[config.mk]
export PLATFORM = sky130hd
export DESIGN_NAME = spi_mf_core
export DESIGN_NICKNAME = d
export VERILOG_FILES = /design/src/rtl/spi_mf_pkg.sv /design/src/rtl/spi_mf_sync.sv /design/src/rtl/spi_mf_shifter.sv /design/src/rtl/spi_mf_master_seq.sv /design/src/rtl/spi_mf_slave_seq.sv /design/src/rtl/spi_mf_core.sv
export SDC_FILE = /design/constraint.sdc
export NUM_CORES = 1
export LEC_CHECK = 0
export ABC_CLOCK_PERIOD_IN_PS = 1800
export BUFFER_PORTS_ARGS = -buffer_cell sky130_fd_sc_hd__buf_2
export CAP_MARGIN = 20
export CORE_MARGIN = 2
export CORE_UTILIZATION = 30
export DETAILED_ROUTE_END_ITERATION = 6
export PLACE_DENSITY = 0.52
export SLEW_MARGIN = 10
export SYNTH_ARGS = -nofsm -noshare
export SYNTH_HDL_FRONTEND = slang
export SYNTH_SLANG_ARGS = --single-unit
[constraint.sdc]
create_clock -name clk -period 1.8 [get_ports clk]
set_clock_uncertainty 0.05 [all_clocks]
set_input_delay 0 -clock clk [delete_from_list [all_inputs] [get_ports clk]]
set_output_delay 0 -clock clk [all_outputs]
set_load 0.01 [all_outputs]
[src/rtl/spi_mf_pkg.sv]
package spi_mf_pkg;
  localparam int REG_ADDR_W = 2;

  localparam logic [REG_ADDR_W-1:0] A_CTRL = 2'd0;
  localparam logic [REG_ADDR_W-1:0] A_STAT = 2'd1;
  localparam logic [REG_ADDR_W-1:0] A_DATA = 2'd2;

  // control register bit positions (divider field and done-enable follow)
  localparam int C_EN     = 0;
  localparam int C_MST    = 1;
  localparam int C_DIV_LO = 2;

  // status register bit positions
  localparam int S_DONE   = 0;
  localparam int S_TXE    = 1;
  localparam int S_FLT    = 2;
  localparam int S_LSB    = 3;
  localparam int S_TXE_IE = 4;
  localparam int S_FLT_IE = 5;
endpackage

[src/rtl/spi_mf_sync.sv]
module spi_mf_sync #(
  parameter int WIDTH = 1,
  parameter int STAGES = 2,
  parameter logic [WIDTH-1:0] RST_VAL = '0
) (
  input  logic             clk,
  input  logic             rst_n,
  input  logic [WIDTH-1:0] d,
  output logic [WIDTH-1:0] q
);
  logic [STAGES-1:0][WIDTH-1:0] chain_q;

  always_ff @(posedge clk or negedge rst_n) begin
    if (!rst_n) begin
      for (int s = 0; s < STAGES; s++) chain_q[s] <= RST_VAL;
    end else begin
      chain_q[0] <= d;
      for (int s = 1; s < STAGES; s++) chain_q[s] <= chain_q[s-1];
    end
  end

  assign q = chain_q[STAGES-1];
endmodule

[src/rtl/spi_mf_shifter.sv]
module spi_mf_shifter #(
  parameter int DATA_W = 8
) (
  input  logic              clk,
  input  logic              rst_n,
  input  logic              load,
  input  logic [DATA_W-1:0] load_val,
  input  logic              sample,
  input  logic              sample_bit,
  input  logic              shift,
  input  logic              lsb_first,
  output logic              out_bit,
  output logic [DATA_W-1:0] shifted
);
  logic [DATA_W-1:0] sr_q;
  logic              cap_q;

  // captured bit enters at the end opposite to the one leaving
  assign shifted = lsb_first ? {cap_q, sr_q[DATA_W-1:1]}
                             : {sr_q[DATA_W-2:0], cap_q};
  assign out_bit = lsb_first ? sr_q[0] : sr_q[DATA_W-1];

  always_ff @(posedge clk or negedge rst_n) begin
    if (!rst_n) begin
      sr_q  <= '0;
      cap_q <= 1'b0;
    end else begin
      if (sample) cap_q <= sample_bit;
      if (load)       sr_q <= load_val;
      else if (shift) sr_q <= shifted;
    end
  end

  // a load never collides with a shift of a byte in flight
  p_no_load_shift_r2: assert property (@(posedge clk) disable iff (!rst_n)
    load |-> !shift);
endmodule

[src/rtl/spi_mf_master_seq.sv]
module spi_mf_master_seq #(
  parameter int DATA_W = 8,
  parameter int DIV_W = 3
) (
  input  logic             clk,
  input  logic             rst_n,
  input  logic             start,
  input  logic             abort,
  input  logic [DIV_W-1:0] div,
  output logic             sck,
  output logic             busy,
  output logic             sample_p,
  output logic             shift_p,
  output logic             byte_end
);
  localparam int HALVES = 2 * DATA_W;
  localparam int HC_W = $clog2(HALVES);
  localparam logic [HC_W-1:0] LAST_HALF = HC_W'(HALVES - 1);

  logic [DIV_W-1:0] cnt_q;
  logic [HC_W-1:0]  half_q;
  logic             tick;

  assign tick     = busy && !abort && !start && (cnt_q == div);
  assign sample_p = tick && !sck;
  assign shift_p  = tick && sck;
  assign byte_end = shift_p && (half_q == LAST_HALF);

  always_ff @(posedge clk or negedge rst_n) begin
    if (!rst_n) begin
      busy   <= 1'b0;
      sck    <= 1'b0;
      cnt_q  <= '0;
      half_q <= '0;
    end else if (abort) begin
      busy <= 1'b0;
      sck  <= 1'b0;
    end else if (start) begin
      busy   <= 1'b1;
      sck    <= 1'b0;
      cnt_q  <= '0;
      half_q <= '0;
    end else if (busy) begin
      if (tick) begin
        cnt_q  <= '0;
        sck    <= ~sck;
        half_q <= half_q + 1'b1;
        if (half_q == LAST_HALF) busy <= 1'b0;
      end else begin
        cnt_q <= cnt_q + 1'b1;
      end
    end
  end

  // the clock rests low whenever no byte is in flight
  p_sck_idle_low_r4: assert property (@(posedge clk) disable iff (!rst_n)
    !busy |-> !sck);
  // the final edge of a byte is a falling one that ends the sequence
  p_last_edge_falls_r4: assert property (@(posedge clk) disable iff (!rst_n)
    byte_end |=> (!sck && !busy));
endmodule

[src/rtl/spi_mf_slave_seq.sv]
module spi_mf_slave_seq #(
  parameter int DATA_W = 8
) (
  input  logic clk,
  input  logic rst_n,
  input  logic enable,
  input  logic sck_s,
  input  logic ss_s,
  output logic sample_p,
  output logic shift_p,
  output logic byte_end,
  output logic in_byte,
  output logic fault_p
);
  localparam int BC_W = $clog2(DATA_W);
  localparam logic [BC_W-1:0] LAST_BIT = BC_W'(DATA_W - 1);

  logic            sck_d_q;
  logic            ss_d_q;
  logic            half_q;
  logic [BC_W-1:0] bcnt_q;
  logic            sel;

  assign sel      = enable && !ss_s;
  assign sample_p = sel && sck_s && !sck_d_q;
  assign shift_p  = sel && !sck_s && sck_d_q && half_q;
  assign byte_end = shift_p && (bcnt_q == LAST_BIT);
  assign in_byte  = half_q || (bcnt_q != '0);
  assign fault_p  = enable && ss_s && !ss_d_q && in_byte;

  always_ff @(posedge clk or negedge rst_n) begin
    if (!rst_n) begin
      sck_d_q <= 1'b0;
      ss_d_q  <= 1'b1;
      half_q  <= 1'b0;
      bcnt_q  <= '0;
    end else begin
      sck_d_q <= sck_s;
      ss_d_q  <= ss_s;
      if (!sel) begin
        half_q <= 1'b0;
        bcnt_q <= '0;
      end else begin
        if (sample_p) half_q <= 1'b1;
        if (shift_p) begin
          half_q <= 1'b0;
          bcnt_q <= (bcnt_q == LAST_BIT) ? '0 : bcnt_q + 1'b1;
        end
      end
    end
  end

  // deselection mid-byte leaves no partial count behind
  p_deselect_clears_r9: assert property (@(posedge clk) disable iff (!rst_n)
    fault_p |=> (bcnt_q == '0 && !half_q));
  // no edge is acted on while the select line is high
  p_quiet_unselected_r13: assert property (@(posedge clk) disable iff (!rst_n)
    ss_d_q && ss_s |-> (bcnt_q == '0 && !half_q));
endmodule

[src/rtl/spi_mf_core.sv]
module spi_mf_core import spi_mf_pkg::*; #(
  parameter int DATA_W = 8,
  parameter int DIV_W = 3,
  parameter int SYNC_STAGES = 2
) (
  input  logic                  clk,
  input  logic                  rst_n,
  input  logic                  bus_wr,
  input  logic                  bus_rd,
  input  logic [REG_ADDR_W-1:0] bus_addr,
  input  logic [DATA_W-1:0]     bus_wdata,
  output logic [DATA_W-1:0]     bus_rdata,
  output logic                  irq,
  output logic                  sck_o,
  output logic                  mosi_o,
  input  logic                  miso_i,
  input  logic                  sck_i,
  input  logic                  mosi_i,
  output logic                  miso_o,
  input  logic                  ss_n_i
);
  localparam int C_DONE_IE = C_DIV_LO + DIV_W;
  localparam int PIN_N = 3;

  // register state
  logic              en_q, mst_q, done_ie_q;
  logic [DIV_W-1:0]  div_q;
  logic              done_q, txe_q, flt_q, lsb_q, txe_ie_q, flt_ie_q;
  logic              armed_q, pend_q;
  logic [DATA_W-1:0] rx_q;

  // synchronized pins
  logic ss_s, sck_s, mosi_s;

  spi_mf_sync #(.WIDTH(PIN_N), .STAGES(SYNC_STAGES), .RST_VAL(3'b100)) u_sync (
    .clk(clk), .rst_n(rst_n),
    .d({ss_n_i, sck_i, mosi_i}),
    .q({ss_s, sck_s, mosi_s})
  );

  // bus decode
  logic wr_ctrl, wr_stat, wr_data, rd_stat, rd_data;
  assign wr_ctrl = bus_wr && (bus_addr == A_CTRL);
  assign wr_stat = bus_wr && (bus_addr == A_STAT);
  assign wr_data = bus_wr && (bus_addr == A_DATA);
  assign rd_stat = bus_rd && (bus_addr == A_STAT);
  assign rd_data = bus_rd && (bus_addr == A_DATA);

  logic master_mode, slave_mode;
  assign master_mode = en_q && mst_q;
  assign slave_mode  = en_q && !mst_q;

  // sequencers
  logic m_sck, m_busy, m_sample, m_shift, m_end, m_abort, m_fault;
  logic s_sample, s_shift, s_end, s_in_byte, s_fault;
  logic load;

  assign m_fault = master_mode && !ss_s;
  assign m_abort = m_fault || !master_mode;
  assign load    = wr_data && en_q && txe_q && !(slave_mode && s_in_byte);

  spi_mf_master_seq #(.DATA_W(DATA_W), .DIV_W(DIV_W)) u_mseq (
    .clk(clk), .rst_n(rst_n),
    .start(load && master_mode), .abort(m_abort), .div(div_q),
    .sck(m_sck), .busy(m_busy),
    .sample_p(m_sample), .shift_p(m_shift), .byte_end(m_end)
  );

  spi_mf_slave_seq #(.DATA_W(DATA_W)) u_sseq (
    .clk(clk), .rst_n(rst_n),
    .enable(slave_mode), .sck_s(sck_s), .ss_s(ss_s),
    .sample_p(s_sample), .shift_p(s_shift), .byte_end(s_end),
    .in_byte(s_in_byte), .fault_p(s_fault)
  );

  // shared shift register
  logic              out_bit;
  logic [DATA_W-1:0] shifted;
  logic              byte_end;
  assign byte_end = m_end || s_end;

  spi_mf_shifter #(.DATA_W(DATA_W)) u_shift (
    .clk(clk), .rst_n(rst_n),
    .load(load), .load_val(bus_wdata),
    .sample(m_sample || s_sample),
    .sample_bit(mst_q ? miso_i : mosi_s),
    .shift(m_shift || s_shift),
    .lsb_first(lsb_q),
    .out_bit(out_bit), .shifted(shifted)
  );

  // flags and configuration
  logic txe_set;
  assign txe_set = byte_end || m_fault || s_fault || (m_busy && !master_mode);

  always_ff @(posedge clk or negedge rst_n) begin
    if (!rst_n) begin
      en_q <= 1'b0;  mst_q <= 1'b0;  div_q <= '0;  done_ie_q <= 1'b0;
      done_q <= 1'b0; txe_q <= 1'b1; flt_q <= 1'b0;
      lsb_q <= 1'b0; txe_ie_q <= 1'b0; flt_ie_q <= 1'b0;
      armed_q <= 1'b0; pend_q <= 1'b0;
      rx_q <= '0;
    end else begin
      if (m_fault)      en_q <= 1'b0;
      else if (wr_ctrl) en_q <= bus_wdata[C_EN];
      if (wr_ctrl) begin
        mst_q     <= bus_wdata[C_MST];
        div_q     <= bus_wdata[C_DIV_LO +: DIV_W];
        done_ie_q <= bus_wdata[C_DONE_IE];
      end
      if (wr_stat) begin
        lsb_q    <= bus_wdata[S_LSB];
        txe_ie_q <= bus_wdata[S_TXE_IE];
        flt_ie_q <= bus_wdata[S_FLT_IE];
      end

      if (txe_set)   txe_q <= 1'b1;
      else if (load) txe_q <= 1'b0;

      if (txe_set && !txe_q) pend_q <= 1'b1;
      else if (rd_stat)      pend_q <= 1'b0;

      if (byte_end) rx_q <= shifted;

      if (byte_end)                              done_q <= 1'b1;
      else if (armed_q && (rd_data || wr_data))  done_q <= 1'b0;

      if (rd_stat && done_q)         armed_q <= 1'b1;
      else if (rd_data || wr_data)   armed_q <= 1'b0;

      if (m_fault || s_fault) flt_q <= 1'b1;
      else if (rd_stat)       flt_q <= 1'b0;
    end
  end

  // interrupt steering
  assign irq = (flt_q && flt_ie_q) || (txe_ie_q ? pend_q : (done_q && done_ie_q));

  // pins
  assign sck_o  = m_sck;
  assign mosi_o = master_mode && out_bit;
  assign miso_o = slave_mode && !ss_s && out_bit;

  // read mux
  always_comb begin
    bus_rdata = '0;
    if (bus_rd) begin
      unique case (bus_addr)
        A_CTRL: begin
          bus_rdata[C_EN]               = en_q;
          bus_rdata[C_MST]              = mst_q;
          bus_rdata[C_DIV_LO +: DIV_W]  = div_q;
          bus_rdata[C_DONE_IE]          = done_ie_q;
        end
        A_STAT: begin
          bus_rdata[S_DONE]   = done_q;
          bus_rdata[S_TXE]    = txe_q;
          bus_rdata[S_FLT]    = flt_q;
          bus_rdata[S_LSB]    = lsb_q;
          bus_rdata[S_TXE_IE] = txe_ie_q;
          bus_rdata[S_FLT_IE] = flt_ie_q;
        end
        A_DATA:  bus_rdata = rx_q;
        default: bus_rdata = '0;
      endcase
    end
  end

  // the receive buffer moves only at the end of a byte
  p_rx_hold_r3: assert property (@(posedge clk) disable iff (!rst_n)
    !byte_end |=> $stable(rx_q));
  // transmit-empty only drops after an accepted load
  p_txe_fall_r7: assert property (@(posedge clk) disable iff (!rst_n)
    $fell(txe_q) |-> $past(load));
  // select low on an enabled master flags a fault and switches it off
  p_master_fault_off_r8: assert property (@(posedge clk) disable iff (!rst_n)
    (en_q && mst_q && !ss_s) |=> (flt_q && !en_q));
  // an aborted slave byte never completes
  p_slave_drop_r9: assert property (@(posedge clk) disable iff (!rst_n)
    s_fault |-> !byte_end);
  // a status read with no new fault leaves the flag clear
  p_fault_clear_r10: assert property (@(posedge clk) disable iff (!rst_n)
    (rd_stat && !m_fault && !s_fault) |=> !flt_q);
  // with the empty interrupt selected, completion alone raises nothing
  p_tc_masked_r12: assert property (@(posedge clk) disable iff (!rst_n)
    (txe_ie_q && !pend_q && !(flt_q && flt_ie_q)) |-> !irq);
endmodule

==> impl_metrics.csv <==
group,metric,value,unit
power_and_ir_drop,p_total,0.00317,W
die,fp.dieW,100,µm
setup_path,cp_slowest_cell,"dfstp_2",
place,io_buffer_count,29,
grt,use_met3,2.30,%
die,die_area,0.0100,mm²
setup_path,start_kind,"flip-flop",
synthesis,seq_area_frac_synth,47.0,%
setup_path,crit_family,"flip-flops",
synthesis,synthesis.area,0.00278,mm²
synthesis,synth_top_area_share,43.2,%
power_and_ir_drop,clock_power_share,23.4,%
synthesis,postSynth.asyncResetShare,100,%
sta,hold_viol_final,0,
final_layout,nNetsFinal,369,
grt,grtUsageMet1,20.7,%
synthesis,synth_seq_cells,52,
grt,grt_start_max_net_pins,53,
clock_network,cts_tree,"built",
sta,worst_slew_pin_slew,696,ps
setup_path,cp.arrival,1980,ps
synthesis,synth.area.top_cells,"dfrtp_1, mux2i_1, mux2_2, dfstp_2, nand2_1",
sta,period_share,101,%
grt,grt-busiest-layer,"met2",
die,core,0.00911,mm²
final_layout,nFillCells,901,
sta,finalSetupViolations,5,
synthesis,syn-num-nets,287,
setup_path,cp_max_fo,4,
drt,wl,7.34,mm
power_and_ir_drop,swShare,32.7,%
synthesis,yosysTopAreaCell,"dfrtp_1",
synthesis,syn-instance-count,264,
synthesis,syn_avg_cell_area,10.5,µm²
grt,grt_overflow,0,
sta,rsz0062_at_grt,"yes",
drt,ant_nets,0,
place,dp_hpwl,5.24,mm
power_and_ir_drop,max-vdd-ir-drop,475,µV
sta,fmax,549,MHz
synthesis,synth.distinct_cells,56,
final_layout,final_cells,458,
grt,grt_pass1_vias,2228,
drt,via_per_inst,5.04,
run,maxCapViolCount,0,
die,initial_core_util,30.5,%
sta,setup_tns,-73.7,ps
clock_network,path_clk_slew,100,ps
final_layout,layout_commonest_cell,"dfrtp_1",
place,dp.cells,422,
grt,use_met2,24.7,%
grt,grt_first_pass_wirelength,11.7,mm
clock_network,cts_sinks,52,
die,die_y,100,µm
sta,min_period,1820,ps
setup_path,cp_num_buf_inv,1,
hold_path,hold_class,"input pin to flip-flop",
status,violations,"setup timing",
synthesis,ys.flop_type,"dfrtp_1",
grt,grt_antenna_before_repair,0,
power_and_ir_drop,switchingPower,0.00104,W
sta,drv_slew,0,
drt,drtIter0Drc,122,
synthesis,yosysWarnings,0,
setup_path,r2r_setup_slack,-20,ps
final_layout,diodes,0,
die,rows,35,
power_and_ir_drop,powerDensity,856,mW/mm²
power_and_ir_drop,power.internal,0.00213,W
final_layout,utilization,40.7,%
setup_path,path_cells,"and3_4, nand3_4, o31ai_4, buf_4, mux2_4",
place,routabilityCongestion,0.812,
setup_path,path_class,"flip-flop to flip-flop",
final_layout,layout-drive-gt1-share,36.6,%
setup_path,cp.required,1960,ps
clock_network,cts_buffer_depth,2,
final_layout,area_delta_synth_final,33.5,%
drt,drt_first_pass_iters,4,
sta,slew_headroom,53.6,%
clock_network,numCtsBuffers,5,
power_and_ir_drop,power_leakage,1.64,nW
setup_path,endpoint_kind,"flip-flop",
grt,grt.total_usage,14.9,%
power_and_ir_drop,p_seq_share,49.5,%
power_and_ir_drop,combPwrFrac,27.1,%
status,outcome,"finished with violations",
sta,fin_ws,-22.6,ps
drt,vias,2308,
synthesis,synth_edf_count,0,
final_layout,layout_common_cells,"dfrtp_1, buf_4, buf_2",
drt,drc,0,
clock_network,cts_root_buffer,"clkbuf_8",
clock_network,cts.htree.levels,2,
clock_network,insertion_delay,310,ps
die,ioPinCount,30,
setup_path,critical_path.max_stage_delay,580,ps
drt,post_drt_wl_per_cell,16.0,µm
-- layout make-up --
cell class | instances | area, µm² | area share [%]
Clock inverter | 2 | 17.5 | 0.472
Multi-Input combinational cell | 188 | 1480 | 39.9
Inverter | 13 | 48.8 | 1.32
Clock buffer | 6 | 82.6 | 2.23
Sequential cell | 52 | 1310 | 35.3
Tap cell | 111 | 139 | 3.74
Timing Repair Buffer | 86 | 631 | 17.0
-- what timing repair did --
action,4_1_cts,5_1_grt
pin swaps,0,12
buffers inserted,2,11
gates resized for setup,8,23
setup endpoints to repair,13,22
cloned,0,2
hold endpoints to repair,69,0
hold buffers,13,0
-- synth_stat cells (all sizes together) (5+ instances only) --
| cell | count |
|---|---|
| and2 | 7 |
| nand3 | 10 |
| nand2 | 23 |
| a21oi | 10 |
| a211oi | 6 |
| nor2 | 15 |
| mux2i | 20 |
| mux2 | 14 |
| inv | 13 |
| a2111oi | 7 |
| ha | 5 |
| o21ai | 16 |
| buf | 7 |
| clkbuf | 5 |
| nor3 | 5 |
| dfrtp | 48 |
-- state kept, by name (all words and copies together), names as in the netlist, 3 cells and up --
signal,flops
u_sync.chain_q,3
u_shift.sr_q,8
rx_q,8
u_mseq.cnt_q,3
div_q,3
u_mseq.half_q,4
u_sseq.bcnt_q,3
u_sync.q,3
-- tightest hold or removal path, stage by stage --
cell    delay [ps]
buf_2           70
mux2_2         140
mux2_1         120
-- path summary, 6_finish.rpt --
path                              startpoint        endpoint  depth (start not counted)
setup / recovery                 u_sync.q[2]         rx_q[1]                          5
hold / removal                        miso_i   u_shift.cap_q                          3
setup reg to reg                 u_sync.q[2]         rx_q[1]                          5
hold reg to reg            u_sync.chain_q[1]     u_sync.q[1]                          0
max in group asynchronous              rst_n           mst_q                          3
min in group asynchronous              rst_n  u_sseq.sck_d_q                          3
-- routing by layer --
metal  share of wire [%]  wire length, µm  vias to the layer above
met2                  50             3670                       24
met3                 1.5              111                        7
li1                    -                -                     1132
met4                 1.2               87                        0
met1                  47             3480                     1145
met5                   0                0                        -
-- per-stage QoR --
stage | setup WS [ps] | cell area [µm²] | hold slack (ps)
6_report | -22.6 | 3710 | 3.88
5_1_grt | -108 | 3710 | 10.8
4_1_cts | -28.7 | 3510 | 12.5
3_5_place_dp | -83.9 | 3250 | 58.8
3_3_place_gp | -62.1 | 3250 | 57.6
2_1_floorplan | -98.5 | 2800 | -346
-- logic make-up after synthesis --
group,after synthesis,share of synthesized area (%)
fa+ha+maj,5,2.25
xor+xnor,4,1.80
flops,52,47.0
compound gates,58,14.5
buf+inv,25,3.83
simple gates,86,17.4
mux,34,13.1
-- power by group through the flow --
stage               logic (W)  registers [W]  clock network, W
floorplan            0.000525        0.00149                 0
CTS                  0.000794        0.00155          0.000778
finish               0.000861        0.00157          0.000743
global placement     0.000750        0.00156                 0
global route         0.000952        0.00159          0.000816
detailed placement   0.000754        0.00157                 0
Power figures use the tool's default switching activity.
